--- src/rtl/gpio_pkg.sv ---
package gpio_pkg;
  localparam int unsigned NUM_PINS = 32;
  localparam int unsigned REG_AW   = 3;

  typedef enum logic [REG_AW-1:0] {
    IDX_DIR  = 3'd0,
    IDX_PIN  = 3'd1,
    IDX_OUT  = 3'd2,
    IDX_CLR  = 3'd3,
    IDX_PU   = 3'd4,
    IDX_PD   = 3'd5,
    IDX_DRV  = 3'd6,
    IDX_SMT  = 3'd7
  } reg_idx_e;
endpackage

--- src/rtl/gpio_sync.sv ---
module gpio_sync #(
  parameter int unsigned WIDTH  = 32,
  parameter int unsigned STAGES = 2
) (
  input  logic             clk_i,
  input  logic             rst_ni,
  input  logic [WIDTH-1:0] d_i,
  output logic [WIDTH-1:0] q_o
);
  logic [WIDTH-1:0] stage_q [STAGES];

  always_ff @(posedge clk_i or negedge rst_ni) begin
    if (!rst_ni) begin
      for (int i = 0; i < STAGES; i++) stage_q[i] <= '0;
    end else begin
      stage_q[0] <= d_i;
      for (int i = 1; i < STAGES; i++) stage_q[i] <= stage_q[i-1];
    end
  end

  assign q_o = stage_q[STAGES-1];
endmodule

--- src/rtl/gpio_reg_file.sv ---
module gpio_reg_file
  import gpio_pkg::*;
#(
  parameter int unsigned WIDTH = NUM_PINS
) (
  input  logic              clk_i,
  input  logic              rst_ni,
  input  logic              wr_en_i,
  input  logic [REG_AW-1:0] addr_i,
  input  logic [WIDTH-1:0]  wdata_i,
  input  logic [WIDTH-1:0]  pin_i,
  output logic [WIDTH-1:0]  rdata_o,
  output logic [WIDTH-1:0]  dir_o,
  output logic [WIDTH-1:0]  out_o,
  output logic [WIDTH-1:0]  pu_o,
  output logic [WIDTH-1:0]  pd_o,
  output logic [WIDTH-1:0]  drv_o,
  output logic [WIDTH-1:0]  smt_o
);
  logic [WIDTH-1:0] dir_q, out_q, pu_q, pd_q, drv_q, smt_q;
  logic wr_dir, wr_out, wr_clr, wr_pu, wr_pd, wr_drv, wr_smt;

  assign wr_dir = wr_en_i && (addr_i == IDX_DIR);
  assign wr_out = wr_en_i && (addr_i == IDX_OUT);
  assign wr_clr = wr_en_i && (addr_i == IDX_CLR);
  assign wr_pu  = wr_en_i && (addr_i == IDX_PU);
  assign wr_pd  = wr_en_i && (addr_i == IDX_PD);
  assign wr_drv = wr_en_i && (addr_i == IDX_DRV);
  assign wr_smt = wr_en_i && (addr_i == IDX_SMT);

  always_ff @(posedge clk_i or negedge rst_ni) begin
    if (!rst_ni) begin
      dir_q <= '0;
      out_q <= '0;
      pu_q  <= '0;
      pd_q  <= '0;
      drv_q <= '0;
      smt_q <= '1;
    end else begin
      if (wr_dir) dir_q <= wdata_i;
      if (wr_out) out_q <= wdata_i;
      else if (wr_clr) out_q <= out_q & ~wdata_i;
      if (wr_pu)  pu_q  <= wdata_i;
      if (wr_pd)  pd_q  <= wdata_i;
      if (wr_drv) drv_q <= wdata_i;
      if (wr_smt) smt_q <= wdata_i;
    end
  end

  always_comb begin
    unique case (addr_i)
      IDX_DIR: rdata_o = dir_q;
      IDX_PIN: rdata_o = pin_i;
      IDX_OUT: rdata_o = out_q;
      IDX_CLR: rdata_o = '0;
      IDX_PU:  rdata_o = pu_q;
      IDX_PD:  rdata_o = pd_q;
      IDX_DRV: rdata_o = drv_q;
      default: rdata_o = smt_q;
    endcase
  end

  assign dir_o = dir_q;
  assign out_o = out_q;
  assign pu_o  = pu_q;
  assign pd_o  = pd_q;
  assign drv_o = drv_q;
  assign smt_o = smt_q;

  AST_CLR_DROPS_BITS: assert property (@(posedge clk_i) disable iff (!rst_ni)
    (wr_en_i && addr_i == IDX_CLR) |=> ((out_q & $past(wdata_i)) == '0));
  AST_CLR_KEEPS_BITS: assert property (@(posedge clk_i) disable iff (!rst_ni)
    (wr_en_i && addr_i == IDX_CLR) |=> ((out_q & ~$past(wdata_i)) == ($past(out_q) & ~$past(wdata_i))));
  AST_PIN_WRITE_INERT: assert property (@(posedge clk_i) disable iff (!rst_ni)
    (wr_en_i && addr_i == IDX_PIN) |=> ($stable(dir_q) && $stable(out_q) && $stable(pu_q)
      && $stable(pd_q) && $stable(drv_q) && $stable(smt_q)));
  AST_READ_INERT: assert property (@(posedge clk_i) disable iff (!rst_ni)
    !wr_en_i |=> ($stable(dir_q) && $stable(out_q) && $stable(smt_q)));
endmodule

--- src/rtl/gpio_pad_map.sv ---
module gpio_pad_map #(
  parameter int unsigned WIDTH = 32
) (
  input  logic [WIDTH-1:0] dir_i,
  input  logic [WIDTH-1:0] out_i,
  input  logic [WIDTH-1:0] pu_i,
  input  logic [WIDTH-1:0] pd_i,
  input  logic [WIDTH-1:0] drv_i,
  input  logic [WIDTH-1:0] smt_i,
  output logic [WIDTH-1:0] pad_oe_o,
  output logic [WIDTH-1:0] pad_out_o,
  output logic [WIDTH-1:0] pad_pu_o,
  output logic [WIDTH-1:0] pad_pd_o,
  output logic [WIDTH-1:0] pad_drv_o,
  output logic [WIDTH-1:0] pad_slow_o,
  output logic [WIDTH-1:0] pad_schmitt_o
);
  for (genvar p = 0; p < WIDTH; p++) begin : g_pin
    logic is_out, open_drain;
    assign is_out     = dir_i[p];
    // pd bit: open-drain select on outputs, pull-down on inputs
    assign open_drain = is_out & pd_i[p];
    assign pad_oe_o[p]      = is_out & (open_drain ? ~out_i[p] : 1'b1);
    assign pad_out_o[p]     = is_out & ~open_drain & out_i[p];
    assign pad_pd_o[p]      = ~is_out & pd_i[p];
    assign pad_slow_o[p]    = is_out & smt_i[p];
    assign pad_schmitt_o[p] = ~is_out & smt_i[p];
  end

  assign pad_pu_o  = pu_i;
  assign pad_drv_o = drv_i;
endmodule

--- src/rtl/gpio_port_regs.sv ---
module gpio_port_regs
  import gpio_pkg::*;
#(
  parameter int unsigned WIDTH       = NUM_PINS,
  parameter int unsigned SYNC_STAGES = 2
) (
  input  logic              clk_i,
  input  logic              rst_ni,
  input  logic              wr_en_i,
  input  logic [REG_AW-1:0] addr_i,
  input  logic [WIDTH-1:0]  wdata_i,
  output logic [WIDTH-1:0]  rdata_o,
  input  logic [WIDTH-1:0]  pad_in_i,
  output logic [WIDTH-1:0]  pad_oe_o,
  output logic [WIDTH-1:0]  pad_out_o,
  output logic [WIDTH-1:0]  pad_pu_o,
  output logic [WIDTH-1:0]  pad_pd_o,
  output logic [WIDTH-1:0]  pad_drv_o,
  output logic [WIDTH-1:0]  pad_slow_o,
  output logic [WIDTH-1:0]  pad_schmitt_o
);
  logic [WIDTH-1:0] pin_sync;
  logic [WIDTH-1:0] dir_w, out_w, pu_w, pd_w, drv_w, smt_w;

  gpio_sync #(.WIDTH(WIDTH), .STAGES(SYNC_STAGES)) i_sync (
    .clk_i (clk_i),
    .rst_ni(rst_ni),
    .d_i   (pad_in_i),
    .q_o   (pin_sync)
  );

  gpio_reg_file #(.WIDTH(WIDTH)) i_regs (
    .clk_i  (clk_i),
    .rst_ni (rst_ni),
    .wr_en_i(wr_en_i),
    .addr_i (addr_i),
    .wdata_i(wdata_i),
    .pin_i  (pin_sync),
    .rdata_o(rdata_o),
    .dir_o  (dir_w),
    .out_o  (out_w),
    .pu_o   (pu_w),
    .pd_o   (pd_w),
    .drv_o  (drv_w),
    .smt_o  (smt_w)
  );

  gpio_pad_map #(.WIDTH(WIDTH)) i_pads (
    .dir_i        (dir_w),
    .out_i        (out_w),
    .pu_i         (pu_w),
    .pd_i         (pd_w),
    .drv_i        (drv_w),
    .smt_i        (smt_w),
    .pad_oe_o     (pad_oe_o),
    .pad_out_o    (pad_out_o),
    .pad_pu_o     (pad_pu_o),
    .pad_pd_o     (pad_pd_o),
    .pad_drv_o    (pad_drv_o),
    .pad_slow_o   (pad_slow_o),
    .pad_schmitt_o(pad_schmitt_o)
  );

  AST_INPUT_UNDRIVEN: assert property (@(posedge clk_i) disable iff (!rst_ni)
    (pad_oe_o & ~dir_w) == '0);
  AST_OD_NEVER_HIGH: assert property (@(posedge clk_i) disable iff (!rst_ni)
    (pad_out_o & dir_w & pd_w) == '0);
  AST_OD_RELEASED: assert property (@(posedge clk_i) disable iff (!rst_ni)
    (pad_oe_o & dir_w & pd_w & out_w) == '0);
  AST_PD_INPUT_ONLY: assert property (@(posedge clk_i) disable iff (!rst_ni)
    (pad_pd_o & dir_w) == '0);
  AST_SLOW_SCHMITT_EXCL: assert property (@(posedge clk_i) disable iff (!rst_ni)
    (pad_slow_o & pad_schmitt_o) == '0);
endmodule

--- config.mk ---
export PLATFORM = sky130hd
export DESIGN_NAME = gpio_port_regs
export DESIGN_NICKNAME = d
export VERILOG_FILES = /design/src/rtl/gpio_pkg.sv /design/src/rtl/gpio_sync.sv /design/src/rtl/gpio_reg_file.sv /design/src/rtl/gpio_pad_map.sv /design/src/rtl/gpio_port_regs.sv
export SDC_FILE = /design/constraint.sdc
export NUM_CORES = 1
export LEC_CHECK = 0
export BUFFER_PORTS_ARGS = -buffer_cell sky130_fd_sc_hd__buf_2
export CORE_MARGIN = 2
export CORE_UTILIZATION = 57
export DETAILED_ROUTE_END_ITERATION = 16
export HOLD_SLACK_MARGIN = 0.03
export PLACE_DENSITY_LB_ADDON = 0.3
export SKIP_LAST_GASP = 1
export SYNTH_ARGS = -nofsm -noshare
export SYNTH_HDL_FRONTEND = slang
export SYNTH_SLANG_ARGS = --single-unit
--- constraint.sdc ---
create_clock -name clk_i -period 5 [get_ports clk_i]
set_input_delay 1 -clock clk_i [delete_from_list [all_inputs] [get_ports clk_i]]
set_output_delay 1 -clock clk_i [all_outputs]
set_load 0.05 [all_outputs]
==> out/results.tsv, run 1 <==
metric	value	unit
detail-route-antenna-nets	0	
top_layer_used	met5	
io-pin-count	326	
worstMarginPinSlew	1.14	ns
max_cap_violations	0	
initialDrtViolationCount	614	
antenna_cells	0	
cts_made_buffers	27	
die-area	0.0219	mm^2
cp-end-kind	output port	
io_buffers	325	
htree_levels	1	
timing.final.ws_setup	0.685	ns
finalCriticalPeriod	4.32	ns
gp_congestion	0.855	
ir_drop	0.401	mV
cp.arrival	3.32	ns
final_layout_size_suffix_gt1_share	42.7	%
initial_core_util	58.2	%
grt_pass1_wl	54.5	mm
grt_max_degree	128	
syn_nets	1069	
synth_cell_types	46	
ys_ff_latch	256	
path_max_fanout	19	
antenna_found_initial	1	
ys.flop_type	dfrtp_1	
p_leak	6.96	nW
utilization	72.5	%
layout.nets	1383	
rows	52	
cts_root_buf	clkbuf_16	
skew	0.00734	ns
synth_most_common_cell	dfrtp_1	
grt_pass1_vias	9540	
synth_edf_count	0	
cp-start-kind	input pin	
die_y	148	um
grt_usage	32.0	%
dpl.hpwl	23.0	mm
die_x	148	um
yosysSeqAreaShare	54.6	%
dpl_worst_slack	0.684	ns
yosysTopAreaCell	dfrtp_1	
slew_headroom	23.5	%
clk_latency	0.53	ns
final.setup.tns	0	ns
routed_via_density	6.00	
regArea	0.00645	mm^2
fillers	1492	
synth_area_leaders	dfrtp_1 47%, mux2_2 12%, dfstp_2 7.1%, nor2b_1 3.4%, o21ai_0 3.0%	
clk_pin_slew_worst_paths	0.06	ns
status	finished, final reports clean	
wl_per_cell	22.1	um
cts_tree	done	
cts.sinks	256	
vias	9618	
syn-cell-area	0.0118	mm^2
holdBufCountCts	0	
max_freq	0.232	GHz
wl_met1	14.2	mm
overflow	0	
final_max_slew_viol_count	0	
postCtsSetupBuffers	0	
hold_class	register to register	
dr.pass1.iters	5	
met2_wirelength	17.4	mm
crit_type	input pin to output port	
wirelength	35.5	mm
drc	0	
multi_input_area	0.00504	mm^2
ys_top_cells_by_count	224 x dfrtp_1, 129 x mux2_2, 72 x o21ai_0	
ys_warn_count	0	
yosysTopAreaCellShare	47.4	%
p_per_area	545	mW/mm^2
syn_area_per_cell	11.8	um^2
dr_wl_met3	2.68	mm
post_cts_resize_count	0	
syn_inst	999	
async_flop_share	100	%
worst-endpoint-required	4.00	ns
finalCritPeriodShare	86.3	%
synthToLayoutAreaGrowth	24.6	%
hold_violations	0	
clockBufferDepth	3	
setup_violations	0	
core_region_area	0.0203	mm^2
rsz0062_at_grt	no	
logic make-up (layout without fill, tap and decap cells):
group	after synthesis	count (layout)	synth area share, %
buffers and inverters	65	400	2.94
AND/OR/NAND/NOR	238	238	10.3
AO/OA/AOI/OAI	247	247	14.1
flip-flops	256	256	54.6
multiplexers	193	193	18.0
per-layer routing:
layer / track usage [%] / up-vias
met4: 10.6 / 2
met1: 43.2 / 4796
met5: 0 / -
met3: 5.31 / 89
met2: 53.2 / 499
li1: - / 4232
cell type report:
cell class              instances  share of cell area, %
flip-flops and latches        256                   43.8
multi-input cells             678                   34.2
repair buffers                348                   12.4
clock buffers                  34                   5.18
well taps                     270                   2.29
clock inverters                16                   2.06
inverters                       2                 0.0510
path summary, 6_finish.rpt:
check	depth (start not counted)	from	endpoint	slack [ns]
worst max-delay path	7	addr_i[0]	rdata_o[7]	0.68
min in group asynchronous	1	rst_ni	i_regs.dir_o[7]	0.53
worst min register to register	0	i_sync.stage_q[44]	i_sync.q_o[12]	0.34
max in group asynchronous	2	rst_ni	i_regs.smt_o[19]	3.34
worst min-delay path	0	i_sync.stage_q[44]	i_sync.q_o[12]	0.34
worst max register to register	1	i_regs.dir_o[25]	i_regs.dir_o[25]	4.12
where the power goes:
group / switching, mW / total (mW) / internal [mW]
Clock: 0.845 / 2.34 / 1.50
Combinational: 2.05 / 2.80 / 0.751
Sequential: 0.415 / 2.88 / 2.47
Total: 3.31 / 8.03 / 4.72
critical path: stages:
cell and delay (ns):
buf_2 0.36, buf_4 0.25, inv_2 0.05, nor3_1 0.90, a221oi_1 0.25, a21oi_1 0.21, buf_2 0.29
flip-flops by register name, indices dropped and copies added (netlist names):
| name | flops |
|---|---|
| i_regs.pu_o | 32 |
| i_sync.stage_q | 32 |
| i_regs.smt_o | 32 |
| i_sync.q_o | 32 |
| i_regs.dir_o | 32 |
| i_regs.pd_o | 32 |
| i_regs.drv_o | 32 |
| i_regs.out_o | 32 |
cell usage in the layout, fill, tap and decap left out, types with 3 or more instances in the layout:
| master | netlist | layout |
|---|---|---|
| nand3_1 | 11 | 10 |
| nor2b_1 | 65 | 64 |
| dfstp_2 | 32 | 32 |
| a22o_1 | 32 | 32 |
| buf_2 | 22 | 322 |
| clkinvlp_4 | 0 | 3 |
| nand3b_1 | 5 | 5 |
| o21ai_0 | 72 | 72 |
| o22ai_1 | 4 | 4 |
| and2_1 | 33 | 32 |
| clkbuf_8 | 0 | 6 |
| a221oi_1 | 8 | 8 |
| mux2i_1 | 33 | 33 |
| o22a_1 | 19 | 19 |
| a21boi_0 | 32 | 32 |
| clkbuf_16 | 0 | 27 |
| nor2_1 | 60 | 60 |
| nand2_1 | 51 | 50 |
| dfrtp_1 | 224 | 224 |
| a32oi_1 | 7 | 7 |
| a22oi_1 | 15 | 15 |
| mux2_1 | 31 | 31 |
| clkinv_2 | 0 | 3 |
| buf_4 | 8 | 24 |
| a31oi_1 | 15 | 15 |
| a211oi_1 | 11 | 11 |
| mux2_2 | 129 | 129 |
| bufinv_16 | 0 | 8 |
| a21oi_1 | 28 | 28 |
metrics by stage:
stage / area, um^2 / hold WS, ns / cells / total power [mW]
global placement: 13700 / 0.332 / 1554 / 5.65
detailed placement: 13700 / 0.335 / 1554 / 5.70
global route: 14700 / 0.349 / 1604 / 8.32
finish: 14700 / 0.344 / 1604 / 8.03
CTS: 14700 / 0.345 / 1604 / 8.04
floorplan: 11800 / 0.331 / 999 / 4.94
Power figures use the tool's default switching activity.
==> run 2, diff against run 1 <==
--- a/config.mk
+++ b/config.mk
@@ -10,7 +10,7 @@
 export CORE_UTILIZATION = 57
 export DETAILED_ROUTE_END_ITERATION = 16
 export HOLD_SLACK_MARGIN = 0.03
-export PLACE_DENSITY_LB_ADDON = 0.3
+export PLACE_DENSITY = 0.86
 export SKIP_LAST_GASP = 1
 export SYNTH_ARGS = -nofsm -noshare
 export SYNTH_HDL_FRONTEND = slang
==> out/results.tsv, run 2 (same netlist as run 1, synthesis figures left out) <==
metric	value	unit
vias	9712	
final_max_slew_viol_count	0	
routed_via_density	6.06	
die-area	0.0219	mm^2
grt_max_degree	126	
cp.arrival	3.35	ns
detail-route-antenna-nets	0	
worstMarginPinSlew	1.39	ns
post_cts_resize_count	0	
die_y	148	um
ir_drop	0.344	mV
utilization	71.7	%
synthToLayoutAreaGrowth	23.2	%
cp_common_cell	buf_4	
cp-end-kind	output port	
startpoint	addr_i[2]	
cts_root_buf	clkbuf_16	
grt_pass1_wl	54.8	mm
finalCriticalPeriod	4.35	ns
postCtsSetupBuffers	0	
cts_made_buffers	27	
dr.pass1.iters	5	
crit_type	input pin to output port	
final_common_cell	buf_2	
final_cells	1602	
hold_class	register to register	
antenna_found_initial	4	
worst_path_max_delay_cell	nor3_1	
cts.sinks	256	
cp-start-kind	input pin	
final_layout_size_suffix_gt1_share	42.7	%
worst-endpoint-required	4.00	ns
hold_violations	0	
clk_latency	0.53	ns
slew_headroom	7.15	%
dpl.hpwl	23.7	mm
cts_tree	done	
skew	0.00426	ns
io-pin-count	326	
clk_pin_slew_worst_paths	0.06	ns
min-delay-start	i_sync.stage_q[39]	
overflow	0	
finalCritPeriodShare	87.1	%
io_buffers	325	
initialDrtViolationCount	621	
max_freq	0.230	GHz
cp_slowest_stage_delay	1.01	ns
wirelength	36.5	mm
most-common-layout-cells	322 x buf_2, 224 x dfrtp_1, 129 x mux2_2, 72 x o21ai_0, 64 x nor2b_1	
rsz0062_at_grt	no	
initial_core_util	58.2	%
grt_pass1_vias	9748	
p_per_area	534	mW/mm^2
rows	52	
holdBufCountCts	0	
clockBufferDepth	3	
path_max_fanout	34	
htree_levels	1	
core_region_area	0.0203	mm^2
post-place-cells	1550	
layout.nets	1379	
grt_usage	32.5	%
max_cap_violations	0	
die_x	148	um
drc	0	
path_cells	buf_4 > buf_4 > nor3_1 > a221oi_1 > a21oi_1 > buf_2	
whs_path_depth	0	
wl_per_cell	22.8	um
p_leak	6.89	nW
reg2reg_depth	1	
final.setup.tns	0	ns
r2r-start	i_regs.dir_o[23]	
setup_violations	0	
gp_congestion	0.864	
status	finished, final reports clean	
fillers	1447	
run 2: changes by cell type in the layout (fill, tap and decap cells not counted), sizes merged:
cell,delta
buf,-4
bufinv,-5
clkinv,+6
clkinvlp,-2
diode,+3
run 2: path summary, 6_finish.rpt:
check,endpoint,slack (ns)
setup / recovery,rdata_o[7],0.65
hold / removal,i_sync.q_o[7],0.34
setup reg to reg,i_regs.dir_o[23],4.09
hold reg to reg,i_sync.q_o[7],0.34
max in group asynchronous,i_regs.smt_o[9],3.24
min in group asynchronous,i_sync.q_o[27],0.57
run 2: per-layer routing:
metal	GRT usage (%)	wire length (um)	up-vias
met4	14.0	1420	2
met2	53.3	17900	537
met1	42.5	14200	4844
li1	-	-	4218
met5	0	12	-
met3	6.36	2950	111
run 2: cell type report:
cell class	count	area [um^2]	area share, %
Tap cell	270	338	2.32
Timing Repair Buffer	344	1780	12.3
Inverter	2	7.51	0.0516
Multi-Input combinational cell	678	5040	34.7
Antenna cell	3	7.51	0.0516
Sequential cell	256	6450	44.3
Clock buffer	34	772	5.30
Clock inverter	15	156	1.07
run 2: critical path: cells and delay by family:
kind	cells	cell delay [ns]
buffers and inverters	3	0.85
AO/OA/AOI/OAI	2	0.46
AND/OR/NAND/NOR	1	1.01
run 2: power breakdown:
part	leakage, nW	switching (mW)	internal [mW]
clock network	0.469	0.826	1.24
registers	3.03	0.410	2.47
logic	3.39	2.07	0.749
total	6.89	3.31	4.46
run 2: through the flow:
stage,setup WS (ns),power [mW],instance area [um^2],hold WS (ns)
5_1_grt,0.626,8.04,14600,0.347
3_3_place_gp,0.874,5.64,13600,0.332
2_1_floorplan,1.33,4.94,11800,0.331
4_1_cts,0.724,7.78,14500,0.343
6_report,0.647,7.77,14600,0.344
3_5_place_dp,0.721,5.71,13600,0.335
==> run 3, diff against run 2 <==
--- a/config.mk
+++ b/config.mk
@@ -8,6 +8,8 @@
 export BUFFER_PORTS_ARGS = -buffer_cell sky130_fd_sc_hd__buf_2
 export CORE_MARGIN = 2
 export CORE_UTILIZATION = 57
+export CTS_BUF_LIST = sky130_fd_sc_hd__clkbuf_16
+export CTS_CLUSTER_DIAMETER = 80
 export DETAILED_ROUTE_END_ITERATION = 16
 export HOLD_SLACK_MARGIN = 0.03
 export PLACE_DENSITY = 0.86
==> out/results.tsv, run 3 (same netlist as run 1, synthesis figures left out) <==
metric	value	unit
cts_root_buf	clkbuf_16	
final_common_cell	buf_2	
skew	0.00422	ns
overflow	0	
dpl.hpwl	23.7	mm
most-common-layout-cells	322 x buf_2, 224 x dfrtp_1, 129 x mux2_2, 72 x o21ai_0, 64 x nor2b_1	
io-pin-count	326	
post_cts_resize_count	0	
wl_per_cell	22.6	um
routed_via_density	6.10	
fin_area	0.0145	mm^2
dr.pass1.iters	5	
initial_core_util	58.2	%
cts_made_buffers	27	
status	finished, final reports clean	
hold_violations	0	
placed_cell_area	0.0136	mm^2
antenna_found_initial	4	
cts_tree	done	
max_cap_violations	0	
core_region_area	0.0203	mm^2
ir_drop	0.342	mV
rrSetupSlack	4.09	ns
hold_class	register to register	
initialDrtViolationCount	676	
slew_headroom	12.0	%
cts.sinks	256	
finalCriticalPeriod	4.36	ns
die_y	148	um
setup_violations	0	
crit_type	input pin to output port	
reg2reg_depth	1	
synthToLayoutAreaGrowth	22.6	%
finalCritPeriodShare	87.3	%
final_layout_size_suffix_gt1_share	42.1	%
multi_input_area	0.00504	mm^2
wirelength	36.3	mm
cp.arrival	3.36	ns
postCtsSetupBuffers	0	
worst-endpoint-required	4.00	ns
grt_usage	32.4	%
grt_pass1_wl	54.7	mm
die-area	0.0219	mm^2
max_freq	0.229	GHz
regArea	0.00645	mm^2
gp_congestion	0.864	
detail-route-antenna-nets	0	
clockBufferDepth	3	
p_leak	6.85	nW
cp-start-kind	input pin	
p_per_area	528	mW/mm^2
grt_max_degree	126	
final.setup.tns	0	ns
holdBufCountCts	0	
die_x	148	um
power	7.65	mW
io_buffers	325	
worstMarginPinSlew	1.31	ns
layout.nets	1379	
rows	52	
cp-end-kind	output port	
fillers	1457	
final_max_slew_viol_count	0	
drc	0	
clk_latency	0.52	ns
whs_path_depth	0	
path_max_fanout	25	
utilization	71.4	%
htree_levels	1	
grt_pass1_vias	9758	
clk_pin_slew_worst_paths	0.06	ns
vias	9770	
rsz0062_at_grt	no	
run 3: cell count changes in the layout (fill, tap and decap cells not counted), sizes merged:
cell,delta
clkbuf,-7
clkinv,+7
run 3: path summary, 6_finish.rpt:
| kind | from | end |
|---|---|---|
| max | addr_i[0] | rdata_o[30] |
| min | i_sync.stage_q[39] | i_sync.q_o[7] |
| max reg2reg | i_regs.dir_o[23] | i_regs.dir_o[23] |
| min reg2reg | i_sync.stage_q[39] | i_sync.q_o[7] |
| max in group asynchronous | rst_ni | i_regs.smt_o[9] |
| min in group asynchronous | rst_ni | i_regs.pd_o[27] |
run 3: report_power, final:
part	leakage (nW)	switching (mW)	internal, mW
Sequential	3.03	0.408	2.47
Combinational	3.39	2.07	0.749
Clock	0.430	0.819	1.14
run 3: cell type report:
type	count	share of cell area (%)
Antenna cell	3	0.0518
Timing Repair Buffer	344	12.3
Clock buffer	27	4.66
Inverter	2	0.0518
Sequential cell	256	44.5
Clock inverter	22	1.26
Tap cell	270	2.33
Multi-Input combinational cell	678	34.8
run 3: worst max-delay path, cell delays in order:
cell and delay [ns]:
buf_2 0.48, inv_2 0.07, nor3_1 1.05, a221oi_1 0.28, a21oi_1 0.20, buf_2 0.28
run 3: layer usage:
metal / up-vias / track usage [%] / wire [um]
met1: 4867 / 42.3 / 14100
li1: 4231 / - / -
met3: 114 / 6.54 / 3020
met4: 2 / 14.4 / 1410
met5: - / 0 / 12
met2: 556 / 52.8 / 17800
run 3: through the flow:
stage / instances / setup slack, ns / hold slack, ns
after global placement: 1550 / 0.874 / 0.332
after global routing: 1601 / 0.603 / 0.349
after floorplan: 999 / 1.33 / 0.331
final: 1602 / 0.637 / 0.345
after CTS: 1599 / 0.722 / 0.346
after detailed placement: 1550 / 0.721 / 0.335
